==> src/rtl/ob_xlate_pkg.sv <==
package ob_xlate_pkg;
  localparam int unsigned SZ_IDX_W = 2;
  localparam int unsigned XADDR_W  = 64;

  typedef enum logic [1:0] {
    W_RNG_LO = 2'd0,
    W_RNG_HI = 2'd1,
    W_MAP_LO = 2'd2,
    W_MAP_HI = 2'd3
  } win_word_e;

  typedef struct packed {
    logic                valid;
    logic [SZ_IDX_W-1:0] size_idx;
    logic [XADDR_W-1:0]  base;
    logic [XADDR_W-1:0]  map;
  } win_cfg_t;
endpackage

==> src/rtl/ob_win_regs.sv <==
module ob_win_regs
  import ob_xlate_pkg::*;
#(
  parameter int unsigned IDX_BITS = 2
) (
  input  logic        clk,
  input  logic        rst_n,
  input  logic        wr_en,
  input  win_word_e   wr_sel,
  input  logic [31:0] wr_data,
  input  win_word_e   rd_sel,
  output logic [31:0] rd_word,
  output win_cfg_t    cfg
);
  localparam logic [SZ_IDX_W-1:0] DROP_BITS =
    SZ_IDX_W'((1 << SZ_IDX_W) - (1 << IDX_BITS));
  localparam logic [31:0] LO_KEEP = ~(32'(DROP_BITS) << 1);

  logic [31:0] rng_lo_q, rng_hi_q, map_lo_q, map_hi_q;
  logic [31:0] rng_lo_d, rng_hi_d, map_lo_d, map_hi_d;

  always_comb begin
    rng_lo_d = rng_lo_q;
    rng_hi_d = rng_hi_q;
    map_lo_d = map_lo_q;
    map_hi_d = map_hi_q;
    if (wr_en) begin
      unique case (wr_sel)
        W_RNG_LO: rng_lo_d = wr_data & LO_KEEP;
        W_RNG_HI: rng_hi_d = wr_data;
        W_MAP_LO: map_lo_d = wr_data;
        W_MAP_HI: map_hi_d = wr_data;
        default:  ;
      endcase
    end
  end

  always_ff @(posedge clk or negedge rst_n) begin
    if (!rst_n) begin
      rng_lo_q <= '0;
      rng_hi_q <= '0;
      map_lo_q <= '0;
      map_hi_q <= '0;
    end else if (wr_en) begin
      rng_lo_q <= rng_lo_d;
      rng_hi_q <= rng_hi_d;
      map_lo_q <= map_lo_d;
      map_hi_q <= map_hi_d;
    end
  end

  always_comb begin
    unique case (rd_sel)
      W_RNG_LO: rd_word = rng_lo_q;
      W_RNG_HI: rd_word = rng_hi_q;
      W_MAP_LO: rd_word = map_lo_q;
      default:  rd_word = map_hi_q;
    endcase
  end

  assign cfg.valid    = rng_lo_q[0];
  assign cfg.size_idx = rng_lo_q[SZ_IDX_W:1];
  assign cfg.base     = {rng_hi_q, rng_lo_q[31:3], 3'b000};
  assign cfg.map      = {map_hi_q, map_lo_q};

  // a high range word write lands in the base's upper half
  p_hi_write_r2: assert property (@(posedge clk) disable iff (!rst_n)
    (wr_en && wr_sel == W_RNG_HI) |=> (cfg.base[63:32] == $past(wr_data)));
endmodule

==> src/rtl/ob_win_match.sv <==
module ob_win_match
  import ob_xlate_pkg::*;
#(
  parameter int unsigned MIN_LOG2 = 27
) (
  input  win_cfg_t           cfg,
  input  logic               chk_en,
  input  logic [XADDR_W-1:0] eff_addr,
  output logic               hit,
  output logic [XADDR_W-1:0] xlated
);
  logic [6:0]         shamt;
  logic [XADDR_W-1:0] hi_mask;

  always_comb begin
    shamt   = 7'(MIN_LOG2) + 7'(cfg.size_idx);
    hi_mask = ~((64'd1 << shamt) - 64'd1);
    hit     = chk_en && cfg.valid && (((eff_addr ^ cfg.base) & hi_mask) == '0);
    xlated  = (cfg.map & hi_mask) | (eff_addr & ~hi_mask);
  end
endmodule

==> src/rtl/ob_prio_pick.sv <==
module ob_prio_pick
  import ob_xlate_pkg::*;
#(
  parameter int unsigned N = 4
) (
  input  logic [N-1:0]              hits,
  input  logic [N-1:0][XADDR_W-1:0] cand,
  output logic                      any,
  output logic [N-1:0]              grant,
  output logic [XADDR_W-1:0]        pick
);
  always_comb begin
    grant = '0;
    pick  = '0;
    for (int w = N - 1; w >= 0; w--) begin
      if (hits[w]) begin
        grant    = '0;
        grant[w] = 1'b1;
        pick     = cand[w];
      end
    end
    any = |hits;
  end
endmodule

==> src/rtl/ob_xlate.sv <==
module ob_xlate
  import ob_xlate_pkg::*;
#(
  parameter int unsigned NUM_WIN     = 4,
  parameter int unsigned NARROW_WINS = 2,
  parameter int unsigned MIN_LOG2    = 27,
  parameter logic [63:0] AXI_OFFSET  = 64'h0000_0000_4000_0000,
  localparam int unsigned WIN_IDX_W  = $clog2(NUM_WIN),
  localparam int unsigned RADDR_W    = WIN_IDX_W + 4
) (
  input  logic               clk,
  input  logic               rst_n,
  input  logic               reg_wr,
  input  logic               reg_rd,
  input  logic [RADDR_W-1:0] reg_addr,
  input  logic [31:0]        reg_wdata,
  output logic [31:0]        reg_rdata,
  input  logic               in_valid,
  input  logic [63:0]        in_addr,
  output logic               out_valid,
  output logic [63:0]        out_addr,
  output logic               out_hit,
  output logic               out_miss
);
  logic [WIN_IDX_W-1:0]           win_sel;
  win_word_e                      word_sel;
  logic [NUM_WIN-1:0][31:0]       rd_words;
  win_cfg_t                       cfgs  [NUM_WIN];
  logic [NUM_WIN-1:0]             valid_vec;
  logic [NUM_WIN-1:0]             hit_vec;
  logic [NUM_WIN-1:0][63:0]       cand;
  logic [NUM_WIN-1:0]             grant;
  logic                           any_hit;
  logic [63:0]                    pick_addr;
  logic [63:0]                    eff_addr;
  logic                           in_range;

  assign win_sel  = reg_addr[RADDR_W-1:4];
  assign word_sel = win_word_e'(reg_addr[3:2]);
  assign in_range = (in_addr >= AXI_OFFSET);
  assign eff_addr = in_addr - AXI_OFFSET;

  for (genvar w = 0; w < NUM_WIN; w++) begin : g_win
    localparam int unsigned IDX_BITS = (w < NARROW_WINS) ? 1 : SZ_IDX_W;
    ob_win_regs #(.IDX_BITS(IDX_BITS)) u_regs (
      .clk     (clk),
      .rst_n   (rst_n),
      .wr_en   (reg_wr && (win_sel == WIN_IDX_W'(w))),
      .wr_sel  (word_sel),
      .wr_data (reg_wdata),
      .rd_sel  (word_sel),
      .rd_word (rd_words[w]),
      .cfg     (cfgs[w])
    );
    ob_win_match #(.MIN_LOG2(MIN_LOG2)) u_match (
      .cfg      (cfgs[w]),
      .chk_en   (in_range),
      .eff_addr (eff_addr),
      .hit      (hit_vec[w]),
      .xlated   (cand[w])
    );
    assign valid_vec[w] = cfgs[w].valid;
  end

  ob_prio_pick #(.N(NUM_WIN)) u_pick (
    .hits  (hit_vec),
    .cand  (cand),
    .any   (any_hit),
    .grant (grant),
    .pick  (pick_addr)
  );

  // next-state
  logic [31:0] rdata_d;
  logic        oval_d, ohit_d, omiss_d;
  logic [63:0] oaddr_d;

  always_comb begin
    rdata_d = rd_words[win_sel];
    oval_d  = in_valid;
    ohit_d  = in_valid && any_hit;
    omiss_d = in_valid && !any_hit;
    oaddr_d = any_hit ? pick_addr : in_addr;
  end

  always_ff @(posedge clk or negedge rst_n) begin
    if (!rst_n) begin
      reg_rdata <= '0;
    end else if (reg_rd) begin
      reg_rdata <= rdata_d;
    end
  end

  always_ff @(posedge clk or negedge rst_n) begin
    if (!rst_n) begin
      out_valid <= 1'b0;
      out_hit   <= 1'b0;
      out_miss  <= 1'b0;
    end else begin
      out_valid <= oval_d;
      out_hit   <= ohit_d;
      out_miss  <= omiss_d;
    end
  end

  always_ff @(posedge clk or negedge rst_n) begin
    if (!rst_n) begin
      out_addr <= '0;
    end else if (in_valid) begin
      out_addr <= oaddr_d;
    end
  end

  // one result per request, nothing when idle
  p_result_follows_r11: assert property (@(posedge clk) disable iff (!rst_n)
    in_valid |=> out_valid);
  p_idle_quiet_r11: assert property (@(posedge clk) disable iff (!rst_n)
    !in_valid |=> (!out_valid && !out_hit && !out_miss));
  // a miss returns the request address untouched
  p_miss_passthru_r10: assert property (@(posedge clk) disable iff (!rst_n)
    (in_valid && !any_hit) |=> (out_miss && out_addr == $past(in_addr)));
  // below the offset never hits
  p_below_offset_r5: assert property (@(posedge clk) disable iff (!rst_n)
    (in_valid && in_addr < AXI_OFFSET) |=> out_miss);
  // at most one window is chosen
  p_grant_onehot_r9: assert property (@(posedge clk) disable iff (!rst_n)
    $onehot0(grant));
  // a chosen window must be valid in the register bank
  p_grant_valid_r6: assert property (@(posedge clk) disable iff (!rst_n)
    (grant & ~valid_vec) == '0);
endmodule

==> config.mk <==
export PLATFORM = sky130hd
export DESIGN_NAME = ob_xlate
export DESIGN_NICKNAME = d
export VERILOG_FILES = /design/src/rtl/ob_xlate_pkg.sv /design/src/rtl/ob_win_regs.sv /design/src/rtl/ob_win_match.sv /design/src/rtl/ob_prio_pick.sv /design/src/rtl/ob_xlate.sv
export SDC_FILE = /design/constraint.sdc
export NUM_CORES = 1
export LEC_CHECK = 0
export BUFFER_PORTS_ARGS = -buffer_cell sky130_fd_sc_hd__buf_4
export CAP_MARGIN = 20
export CORE_ASPECT_RATIO = 1.2
export CORE_MARGIN = 8
export CORE_UTILIZATION = 50
export CTS_CLUSTER_DIAMETER = 40
export CTS_CLUSTER_SIZE = 40
export DETAILED_ROUTE_END_ITERATION = 8
export PLACE_DENSITY_LB_ADDON = 0.1
export SLEW_MARGIN = 20
export SYNTH_ARGS = -nofsm -noshare
export SYNTH_HDL_FRONTEND = slang
export SYNTH_HIERARCHICAL = 1
export SYNTH_SLANG_ARGS = --single-unit
==> constraint.sdc <==
create_clock -name clk -period 4.6 [get_ports clk]
set_clock_uncertainty 0.05 [all_clocks]
set_input_delay 0.46 -clock clk [delete_from_list [all_inputs] [get_ports clk]]
set_output_delay 0.46 -clock clk [all_outputs]
set_load 0.03 [all_outputs]
# [Word-level counts from Yosys, hierarchy flattened]
# Index checks and enable logic that the tools add are counted.
[word_totals] inputBits=107 output_inout_bits=99 register_bits=609 wordCells=119
[classes] reduce_logical=38 mux=11 n_shift=4 n_addsub=9 bitwise_logic=28 magnitude_cmp=2 n_eq_ne=6
[op_table] cell="AND 64 bit" count=12
[op_table] cell="inverter 64 bit" count=8
[op_table] cell="one-hot mux 32 bit (3 select lines)" count=4
[op_table] cell="2-to-1 mux 64 bit" count=5
[op_table] cell="logical NOT 64 bit" count=4
[op_table] cell="bitwise OR 64 bit" count=4
[op_table] cell="<< shifter 1 x 7 -> 64 bit, first input constant" count=4
[op_table] cell="subtractor 64 x 1 -> 64 bit, second input constant" count=4
[op_table] cell="bitwise XOR 64 bit" count=4
[op_table] cell="binary-select mux 32 bit (select 2 bit)" count=1
[op_table] cell="greater-or-equal comparator 64 x 31 -> 1 bit, second input constant" count=1
[op_table] cell="subtractor 64 x 31 -> 64 bit, second input constant" count=1
[op_table] cell="2-to-1 mux 32 bit" count=1
[op_table] cell="AND reduction 2 bit" count=16
[op_table] cell="logical AND 1 bit" count=14
[op_table] cell="adder 5 x 1 -> 6 bit, first input constant" count=2
[op_table] cell="adder 5 x 2 -> 6 bit, first input constant" count=2
[op_table] cell="equality test 2 bit, second input constant" count=4
[op_table] cell="equality test 2 x 1 -> 1 bit, second input constant" count=2
[op_table] cell="logical NOT 2 bit" count=2
[op_table] cell="OR reduction 4 bit" count=1
[op_table] cell="< comparator 2 x 3 -> 1 bit, second input constant" count=1
[op_table] cell="logical NOT 1 bit" count=1

# [Depth between registers and ports, before layout]
# Gate-level depths: netlist (run 1).
[depth] depth_word=12 mapped_depth=18 ltp_nobuf=14

# [Hierarchy]
# Netlist (run 1), hierarchy kept.
[by_module_without_submodules] module="ob_win_regs (g_win[2].u_regs ...)" cells_per_inst=315 n_inst=2 area_per_inst_um2=5522.8 seq_area_each_um2=3203.1
[by_module_without_submodules] module="ob_win_regs (g_win[0].u_regs ...)" cells_per_inst=316 n_inst=2 area_per_inst_um2=5496.5 seq_area_each_um2=3178.0
[by_module_without_submodules] module="ob_xlate" cells_per_inst=503 n_inst=1 area_per_inst_um2=5701.7 seq_area_each_um2=2477.4
[by_module_without_submodules] module="ob_win_match" cells_per_inst=135 n_inst=4 area_per_inst_um2=1016.0 seq_area_each_um2=0.0
[by_module_without_submodules] module="ob_prio_pick" cells_per_inst=299 n_inst=1 area_per_inst_um2=1908.1 seq_area_each_um2=0.0

# [Worst setup path after synthesis (run 1)]
# Ideal clock, no wire load.
[synth_timing] kind="input -> register" from="input port in_addr[39]" to="register out_addr[10]" n_path_buf=5 arrival_ps=4996 required_time_ps=4413 setup_slack_ps=-583 setup_time_ps=137 stages=16 cell_sequence="or4_4 or4b_1 buf_4 nor3_1 xor2_1 xnor2_1 nand4_1 a22o_1 nor4_2 clkbuf_1 or4_1 clkbuf_1 clkbuf_1 buf_1 mux2i_1 a21oi_1"
[synth_via] word_cells_on_any_way=28 classes_between="add/sub (1); order compare (1); mux (5); bitwise (8); reduce/logical (13)"
[synth_lines] element="start: declaration" line_no="ob_xlate.sv:19" rtl="input logic [63:0] in_addr,"
[synth_lines] element="subtractor 64 x 31 -> 64 bit" line_no="ob_xlate.sv:41" rtl="assign eff_addr = in_addr - AXI_OFFSET;"
[synth_lines] element="net eff_addr[50]" line_no="ob_xlate.sv:35" rtl="logic [63:0] eff_addr;"
[synth_lines] element="bitwise XOR 64 bit" line_no="ob_win_match.sv:18" rtl="hit = chk_en && cfg.valid && (((eff_addr ^ cfg.base) & hi_mask) == '0);"
[synth_lines] element="AND 64 bit" line_no="ob_win_match.sv:18"
[synth_lines] element="logical NOT 64 bit" line_no="ob_win_match.sv:18"
[synth_lines] element="logical AND 1 bit" line_no="ob_win_match.sv:18"
[synth_lines] element="net hit_vec[0]" line_no="ob_xlate.sv:30" rtl="logic [NUM_WIN-1:0] hit_vec;"
[synth_lines] element="OR reduction 4 bit" line_no="ob_prio_pick.sv:22" rtl="any = |hits;"
[synth_lines] element="net any_hit" line_no="ob_xlate.sv:33" rtl="logic any_hit;"
[synth_lines] element="2-to-1 mux 64 bit" line_no="ob_xlate.sv:83" rtl="oaddr_d = any_hit ? pick_addr : in_addr;"
[synth_lines] element="end signal: assignment" line_no="ob_xlate.sv:110" rtl="out_addr <= oaddr_d;"
[synth_lines] element="end: declaration" line_no="ob_xlate.sv:21" rtl="output logic [63:0] out_addr,"
# The timed path passes the listed nets, and every way through them passes these cells.
# A chain may end at the register's enable or synchronous reset.

# [Worst setup path after layout (run 1)]
[layout_timing] from="input port in_addr[39]" to="register out_addr[63]"
[layout_via] word_cells_on_any_way=36 classes_between="add/sub (1); order compare (1); mux (5); bitwise (16); reduce/logical (13)"
[layout_lines] element="subtractor 64 x 31 -> 64 bit" line_no="ob_xlate.sv:41"
[layout_lines] element="net eff_addr[58]" line_no="ob_xlate.sv:35"
[layout_lines] element="bitwise XOR 64 bit" line_no="ob_win_match.sv:18"
[layout_lines] element="AND 64 bit" line_no="ob_win_match.sv:18"
[layout_lines] element="logical NOT 64 bit" line_no="ob_win_match.sv:18"
[layout_lines] element="logical AND 1 bit" line_no="ob_win_match.sv:18"
[layout_lines] element="net hit_vec[1]" line_no="ob_xlate.sv:30"
[layout_lines] element="2-to-1 mux 64 bit (2 in a row)" line_no="ob_prio_pick.sv:16" rtl="if (hits[w]) begin"
[layout_lines] element="net pick_addr[63]" line_no="ob_xlate.sv:34" rtl="logic [63:0] pick_addr;"
[layout_lines] element="2-to-1 mux 64 bit" line_no="ob_xlate.sv:83"
# The timed path passes the listed nets, and every way through them passes these cells.

==> impl_results.rst, run 1 <==
.. list-table::
   :header-rows: 1

   * - Metric
     - Value
   * - Mean area per synthesized cell
     - 12.99 um^2
   * - Clk slew on worst S/H paths
     - around 0.06 ns
   * - Final Critical Period
     - 4.529 ns
   * - Register-to-register setup slack
     - between 1 and 1.5 ns
   * - Cell count after synthesis
     - between 2000 and 3000
   * - Wire length of the first global-routing pass
     - between 150000 and 200000 um
   * - Die Footprint
     - ~76000 um^2
   * - Root buf cell
     - sky130_fd_sc_hd__clkbuf_16
   * - Net count reported at finish
     - around 2900
   * - Final-report setup violation count
     - 0
   * - Die width
     - around 250 um
   * - Number of clock buffers inserted by TritonCTS
     - 85
   * - Lkg Pwr
     - ~17 nW
   * - Clk buf depth
     - 3
   * - Maximum net fanout on the critical path
     - 25
   * - Number of slew-limit violations in the final report
     - 0
   * - End point of the worst hold path
     - g_win[0].u_regs/rng_lo_q[4]
   * - Combined global-route utilization of all metal layers
     - 0.2949
   * - Cell area after synthesis
     - between 30000 and 40000 um^2
   * - Hold Path Class
     - in -> reg
   * - HPWL after detailed placement
     - 76880 um
   * - Post-Layout Cell Count
     - about 3700
   * - Setup repair after global routing missed its margin
     - yes
   * - TritonCTS clock tree
     - done
   * - WL per Instance
     - 30.34 um
   * - Layout overhead on the synthesized area
     - 17.13%
   * - Pin slew with the least headroom to its limit
     - ~1.2 ns
   * - Post-route worst setup slack
     - 0.07057 ns
   * - Total power draw
     - approximately 18 mW
   * - Area of the core
     - approximately 67000 um^2
   * - Via count
     - roughly 23000
   * - Tcrit/Tclk final
     - 0.9847
   * - Post-place setup slack
     - -0.7546 ns
   * - Gr ovfl total
     - 0
   * - Hold Crit Depth
     - 2
   * - Final standard cell utilization of the core
     - 0.5894
   * - Critical path arrival
     - between 5 and 6 ns
   * - Latest clock arrival within the worst-skew pair
     - 0.64 ns
   * - Launch instance of the worst min-delay path
     - reg_wdata[4]
   * - Crit path required time
     - ~5 ns
   * - Number of I/O pins
     - slightly above 200
   * - Remaining antenna violation count
     - 0
   * - Peak supply drop
     - between 300 and 400 uV
   * - Vias/cell
     - about 6
   * - Post-Route Setup TNS
     - 0 ns
   * - Total wirelength of the detailed-routed design
     - 112500 um
   * - Via count of the first global-routing pass
     - about 24000
   * - Synth warn
     - 6
   * - Layout cells sized above 1
     - 0.4856
   * - Post-DP Area
     - ~36000 um^2
   * - Result of the run
     - finished clean
   * - CTS sink count
     - about 600
   * - Category of the worst setup path launch point
     - input pin
   * - Crit path kind
     - in -> reg
   * - Final Instance Area
     - around 39000 um^2
   * - Capturing point of the worst reg2reg path
     - out_addr[55]
   * - First-pass detailed-route iteration total
     - 5
   * - Cell Rows
     - 104
   * - Sort of element at the end of the critical path
     - flop
   * - Worst hold margin
     - between 0.1 and 0.15 ns
   * - Count of max-cap constraint violations
     - 0
   * - Relative max-transition margin
     - 0.2188
   * - Initial core utilization
     - 0.5032
   * - Final RePlAce weighted congestion
     - 0.9863
   * - # port buffers
     - 203
   * - Number of placed instances, taps included
     - 3544
   * - Logic depth of the worst register-to-register path
     - 14
   * - Count of final hold-check violations
     - 0
   * - Htree depth
     - 3
   * - Initial DRC count
     - about 1800
   * - Worst reg2reg startpoint
     - g_win[2].u_regs/rng_lo_q[2]
   * - Pin count of the biggest net entering global routing
     - approximately 120
   * - Max Clk Rate
     - approximately 220 MHz
   * - Chip Height
     - 299.9 um
   * - Top library cells by usage in the layout, fill and taps aside
     - sky130_fd_sc_hd__dfrtp_1 (609), sky130_fd_sc_hd__mux2_2 (594), sky130_fd_sc_hd__buf_4 (363), sky130_fd_sc_hd__mux4_2 (158), sky130_fd_sc_hd__xor2_1 (132)
   * - Most common cell after layout, fill and taps aside
     - sky130_fd_sc_hd__dfrtp_1
   * - Post-route DRC
     - 0
   * - Pwr Density
     - between 400 and 500 nW/um^2
   * - Number of antenna violations at the first check in global routing
     - 1
==> final cells by class <==
type                    instances  area, um^2
clock buffers                 104        2298
inverters                      19       71.32
clock inverters                52       574.3
fillers                      5374       27410
well taps                     901        1127
flip-flops and latches        609       15240
repair buffers                404        3486
multi-input cells            1619       16550
diodes                          1       2.502
==> metal layers <==
layer,wire (um),track usage
met5,0,0
met4,4969,0.1227
met3,7706,0.05788
met2,53790,0.4763
met1,46050,0.3876
==> registers in the layout, indices dropped and copies added (netlist names) <==
register	flops
g_win.u_regs/map_lo_q	128
out_valid	1
out_hit	1
g_win.u_regs/rng_hi_q	128
reg_rdata	32
out_miss	1
g_win.u_regs/map_hi_q	128
g_win.u_regs/rng_lo_q	126
out_addr	64
==> worst max-delay path, cell delays in order <==
cell and delay, ns:
sky130_fd_sc_hd__buf_4 0.11, sky130_fd_sc_hd__or4_4 0.61, sky130_fd_sc_hd__or3_4 0.40, sky130_fd_sc_hd__buf_4 0.17, sky130_fd_sc_hd__nor4_1 0.33, sky130_fd_sc_hd__xor2_1 0.11, sky130_fd_sc_hd__buf_4 0.19, sky130_fd_sc_hd__xnor2_1 0.36
sky130_fd_sc_hd__nand4_1 0.25, sky130_fd_sc_hd__a22o_1 0.34, sky130_fd_sc_hd__nor4_4 0.36, sky130_fd_sc_hd__buf_4 0.23, sky130_fd_sc_hd__buf_12 0.25, sky130_fd_sc_hd__a221oi_1 0.14, sky130_fd_sc_hd__o21ai_1 0.31, sky130_fd_sc_hd__buf_4 0.17
sky130_fd_sc_hd__mux2i_1 0.07, sky130_fd_sc_hd__a21oi_1 0.14
==> worst max-delay path by stage <==
stage / startpoint / endpoint / slack (ns) / cells past startpoint
5_1_grt: in_addr[39] / out_addr[0] / -0.05 / 19
3_3_place_gp: in_addr[39] / out_addr[25] / -0.69 / 19
2_1_floorplan: in_addr[39] / out_addr[10] / 0.009 / 16
6_report: in_addr[39] / out_addr[63] / 0.07 / 18
3_5_place_dp: in_addr[39] / out_addr[25] / -0.75 / 19
4_1_cts: in_addr[39] / out_addr[25] / 0.04 / 20
==> where the power goes <==
part | leakage (nW) | internal (mW) | total [mW] | switching, mW
logic | 7.94 | 2.22 | 4.18 | 1.96
registers | 7.40 | 6.57 | 7.60 | 1.03
clock network | 1.39 | 3.93 | 6.62 | 2.69
==> timing repair <==
action,CTS,global route
gates resized for setup,2,14
hold endpoints to repair,79,0
pin swaps,0,7
hold buffers,1,0
buffers inserted,0,5
setup endpoints to repair,29,52
gates cloned,0,1
Note: power is estimated with default switching activity, not from simulation.
==> run 2, diff against run 1 <==
--- a/config.mk
+++ b/config.mk
@@ -14,7 +14,7 @@
 export CTS_CLUSTER_SIZE = 40
 export DETAILED_ROUTE_END_ITERATION = 8
 export PLACE_DENSITY_LB_ADDON = 0.1
-export SLEW_MARGIN = 20
+export SLEW_MARGIN = 25
 export SYNTH_ARGS = -nofsm -noshare
 export SYNTH_HDL_FRONTEND = slang
 export SYNTH_HIERARCHICAL = 1
==> constraint.sdc (replaced) <==
create_clock -name clk -period 4.25 [get_ports clk]
set_clock_uncertainty 0.05 [all_clocks]
set_input_delay 0.425 -clock clk [delete_from_list [all_inputs] [get_ports clk]]
set_output_delay 0.425 -clock clk [all_outputs]
set_load 0.03 [all_outputs]
==> impl_results.rst, run 2 (synthesized netlist as in run 1, its figures left out) <==
.. list-table::
   :header-rows: 1

   * - Metric
     - Value
   * - Number of clock buffers inserted by TritonCTS
     - 91 (was 85)
   * - Clk slew on worst S/H paths
     - 0.05 ns (was 0.06 ns)
   * - Peak supply drop
     - 350.3 uV (was 333.5 uV)
   * - Worst setup path startpoint
     - in_addr[39] (unchanged)
   * - Register-to-register setup slack
     - 0.78 ns (was 1.01 ns)
   * - Net count reported at finish
     - 3016 (was 2863)
   * - Filler Cells Inserted
     - 5096 (was 5374)
   * - Post-route DRC
     - 0 (unchanged)
   * - Lkg Pwr
     - 18.11 nW (was 16.73 nW)
   * - Top library cells by usage in the layout, fill and taps aside
     - sky130_fd_sc_hd__dfrtp_1 (609), sky130_fd_sc_hd__mux2_2 (594), sky130_fd_sc_hd__buf_4 (465), sky130_fd_sc_hd__mux4_2 (158), sky130_fd_sc_hd__xor2_1 (125) (was sky130_fd_sc_hd__dfrtp_1 (609), sky130_fd_sc_hd__mux2_2 (594), sky130_fd_sc_hd__buf_4 (363), sky130_fd_sc_hd__mux4_2 (158), sky130_fd_sc_hd__xor2_1 (132))
   * - Crit path kind
     - in -> reg (unchanged)
   * - Pwr Density
     - 500.6 nW/um^2 (was 467.6 nW/um^2)
   * - Final Critical Period
     - 4.336 ns
   * - Largest incremental delay on the critical path
     - 0.60 ns (was 0.61 ns)
   * - Root buf cell
     - sky130_fd_sc_hd__clkbuf_16 (unchanged)
   * - Number of antenna violations at the first check in global routing
     - 2 (was 1)
   * - Most common cell after layout, fill and taps aside
     - sky130_fd_sc_hd__dfrtp_1 (unchanged)
   * - Cell chain of the critical path
     - buf_6 -> or4_4 -> or4b_4 -> buf_12 -> buf_6 -> nor4_4 -> xor2_2 -> buf_4 -> xor2_2 -> nor4_1 -> nand3_1 -> buf_6 -> nor4_4 -> buf_4 -> buf_8 -> nor4b_4 -> buf_6 -> buf_12 -> clkbuf_16 -> nand2_4 -> o21ai_2 -> mux2i_1 -> a21oi_1 (was buf_4 -> or4_4 -> or3_4 -> buf_4 -> nor4_1 -> xor2_1 -> buf_4 -> xnor2_1 -> nand4_1 -> a22o_1 -> nor4_4 -> buf_4 -> buf_12 -> a221oi_1 -> o21ai_1 -> buf_4 -> mux2i_1 -> a21oi_1)
   * - Clk buf depth
     - 3 (unchanged)
   * - Critical path arrival
     - 4.76 ns (was 5.04 ns)
   * - First-pass detailed-route iteration total
     - 5 (unchanged)
   * - Cell Rows
     - 104 (unchanged)
   * - Via count of the first global-routing pass
     - 24900 (was 23860)
   * - Die width
     - 252.6 um (unchanged)
   * - Layout overhead on the synthesized area
     - 24.76% (was 17.13%)
   * - Critical path's most frequent cell
     - sky130_fd_sc_hd__buf_6 (was sky130_fd_sc_hd__buf_4)
   * - Initial DRC count
     - 1796 (was 1757)
   * - Worst reg2reg startpoint
     - g_win[2].u_regs/rng_lo_q[2] (unchanged)
   * - Final RePlAce weighted congestion
     - 1.037 (was 0.9863)
   * - Cell type of the slowest stage on the worst timing path
     - sky130_fd_sc_hd__or4_4 (unchanged)
   * - Latest clock arrival within the worst-skew pair
     - 0.64 ns (about the same)
   * - WL per Instance
     - 30.60 um (was 30.34 um)
   * - Post-Layout Cell Count
     - 3868 (was 3709)
   * - Total wirelength of the detailed-routed design
     - 118400 um (was 112500 um)
   * - Category of the worst setup path launch point
     - input pin (unchanged)
   * - Count of final hold-check violations
     - 0 (unchanged)
   * - Registers with the highest flip-flop counts
     - g_win.u_regs/map_hi_q: 128 flops, g_win.u_regs/map_lo_q: 128 flops, g_win.u_regs/rng_hi_q: 128 flops (unchanged)
   * - Max Clk Rate
     - ~230 MHz
   * - Combined global-route utilization of all metal layers
     - 0.3061 (was 0.2949)
   * - Gr ovfl total
     - 0 (unchanged)
   * - Failing checks
     - setup timing
   * - Final-report setup violation count
     - 58 (was 0)
   * - Number of slew-limit violations in the final report
     - 0 (unchanged)
   * - Maximum net fanout on the critical path
     - 7 (was 25)
   * - Critical path buffers and inverters
     - 10 (was 6)
   * - Total power draw
     - 20.98 mW (was 18.40 mW)
   * - Number of I/O pins
     - 206 (unchanged)
   * - Wire length of the first global-routing pass
     - 170600 um (was 165000 um)
   * - Launch instance of the worst min-delay path
     - in_addr[1] (was reg_wdata[4])
   * - Die Footprint
     - 75770 um^2 (unchanged)
   * - Vias/cell
     - 6.120 (was 6.155)
   * - Sort of element at the end of the critical path
     - flop (unchanged)
   * - TritonCTS clock tree
     - done (unchanged)
   * - Family with the most delay on the worst path
     - simple AND/OR/NAND/NOR gates (unchanged)
   * - HPWL after detailed placement
     - 78160 um (was 76880 um)
   * - Tcrit/Tclk final
     - 1.020
   * - Area of the core
     - 66750 um^2 (unchanged)
   * - Htree depth
     - 3 (unchanged)
   * - Hold Path Class
     - in -> reg (unchanged)
   * - CTS sink count
     - 609 (unchanged)
   * - Area used by multi-input combinational logic
     - 17190 um^2 (was 16550 um^2)
   * - Relative max-transition margin
     - 0.3259 (was 0.2188)
   * - Crit path required time
     - 4.67 ns (was 5.11 ns)
   * - Post-route worst setup slack
     - -0.08573 ns (was 0.07057 ns)
   * - Pin slew with the least headroom to its limit
     - 1.011 ns (was 1.168 ns)
   * - Via count
     - 23670 (was 22830)
   * - Final Instance Area
     - 41910 um^2 (was 39350 um^2)
   * - Pin count of the biggest net entering global routing
     - 113 (was 116)
   * - Post-DP Area
     - 36960 um^2 (was 36280 um^2)
   * - Result of the run
     - finished, violations left (was finished clean)
   * - Number of placed instances, taps included
     - 3631 (was 3544)
   * - Register area
     - 15240 um^2 (unchanged)
   * - Chip Height
     - 299.9 um (unchanged)
   * - Remaining antenna violation count
     - 0 (unchanged)
   * - Setup repair after global routing missed its margin
     - yes (unchanged)
   * - Worst hold margin
     - 0.09103 ns (was 0.1299 ns)
   * - Initial core utilization
     - 0.5032 (unchanged)
   * - # port buffers
     - 203 (unchanged)
   * - Layout cells sized above 1
     - 0.5511 (was 0.4856)
   * - Count of max-cap constraint violations
     - 0 (unchanged)
==> run 2: cell types whose count changed in the layout (fill, tap and decap cells not counted), moves of 8 or more <==
| cell | change |
|---|---|
| sky130_fd_sc_hd__buf_6 | +15 |
| sky130_fd_sc_hd__a221oi_2 | +20 |
| sky130_fd_sc_hd__buf_8 | +8 |
| sky130_fd_sc_hd__buf_12 | +9 |
| sky130_fd_sc_hd__o21ai_2 | +25 |
| sky130_fd_sc_hd__nand2_4 | +12 |
| sky130_fd_sc_hd__nand2_2 | +19 |
| sky130_fd_sc_hd__bufinv_16 | +9 |
| sky130_fd_sc_hd__o21ai_1 | -27 |
| sky130_fd_sc_hd__nand2_1 | -31 |
| sky130_fd_sc_hd__clkbuf_16 | +17 |
| sky130_fd_sc_hd__buf_4 | +102 |
| sky130_fd_sc_hd__nor4_1 | -8 |
| sky130_fd_sc_hd__a221oi_1 | -21 |
==> run 2: through the flow <==
| stage | TNS, ns | utilization | setup WS (ns) |
|---|---|---|---|
| after floorplan | -0.4047 | - | -0.01753 |
| after global placement | -50.14 | 0.5537 | -1.008 |
| after detailed placement | -55.24 | 0.5537 | -1.058 |
| after CTS | -0.5158 | 0.6138 | -0.06100 |
| after global routing | -7.863 | 0.6278 | -0.2092 |
| final | -1.851 | 0.6278 | -0.08573 |
==> run 2: area by class of cell <==
class | instances | share of cell area
multi-input combinational | 1620 | 0.4100
sequential | 609 | 0.3636
timing repair buffer | 550 | 0.1199
clock buffer | 115 | 0.06034
tap | 901 | 0.02690
clock inverter | 52 | 0.01735
inverter | 19 | 0.001702
antenna | 2 | 0.0001194
==> run 2: timing repair <==
item / in CTS / in global routing
resized for setup: 86 / 110
hold buffers: 1 / 0
endpoints found under the hold margin: 100 / 0
setup buffers: 37 / 21
gates cloned: 2 / 13
pin swaps: 67 / 51
endpoints found under the setup margin: 63 / 64
==> run 2: final timing paths <==
path | end | depth (start not counted)
setup / recovery | out_addr[3] | 23
hold / removal | out_addr[1] | 3
setup reg to reg | out_addr[48] | 15
hold reg to reg | g_win[0].u_regs/rng_lo_q[5] | 1
max in group asynchronous | g_win[3].u_regs/map_lo_q[1] | 5
min in group asynchronous | out_addr[10] | 2
==> run 2: routing by layer <==
metal	part of all wire	wire length (um)	GRT usage	vias up
li1	-	-	-	9939
met1	0.40	47130	0.3922	12450
met2	0.48	56900	0.4974	1008
met3	0.067	7898	0.05270	278
met4	0.054	6442	0.1576	0
met5	0	0	0	-
==> run 2: worst register-to-register path, delay by kind of cell (launching register included) <==
kind,cells,cell delay (ns)
AOI/OAI and AO/OA,4,0.68
adders and majority gates,1,0.32
buffers and inverters,5,0.71
DFF,1,0.58
muxes,1,0.10
and+or+nand+nor,4,0.98
==> run 2: where the power goes <==
part	internal (mW)	switching [mW]	leakage, nW
combinational	2.55	2.22	9.13
clock	5.10	2.89	1.59
sequential	7.11	1.11	7.40
total	14.8	6.22	18.1
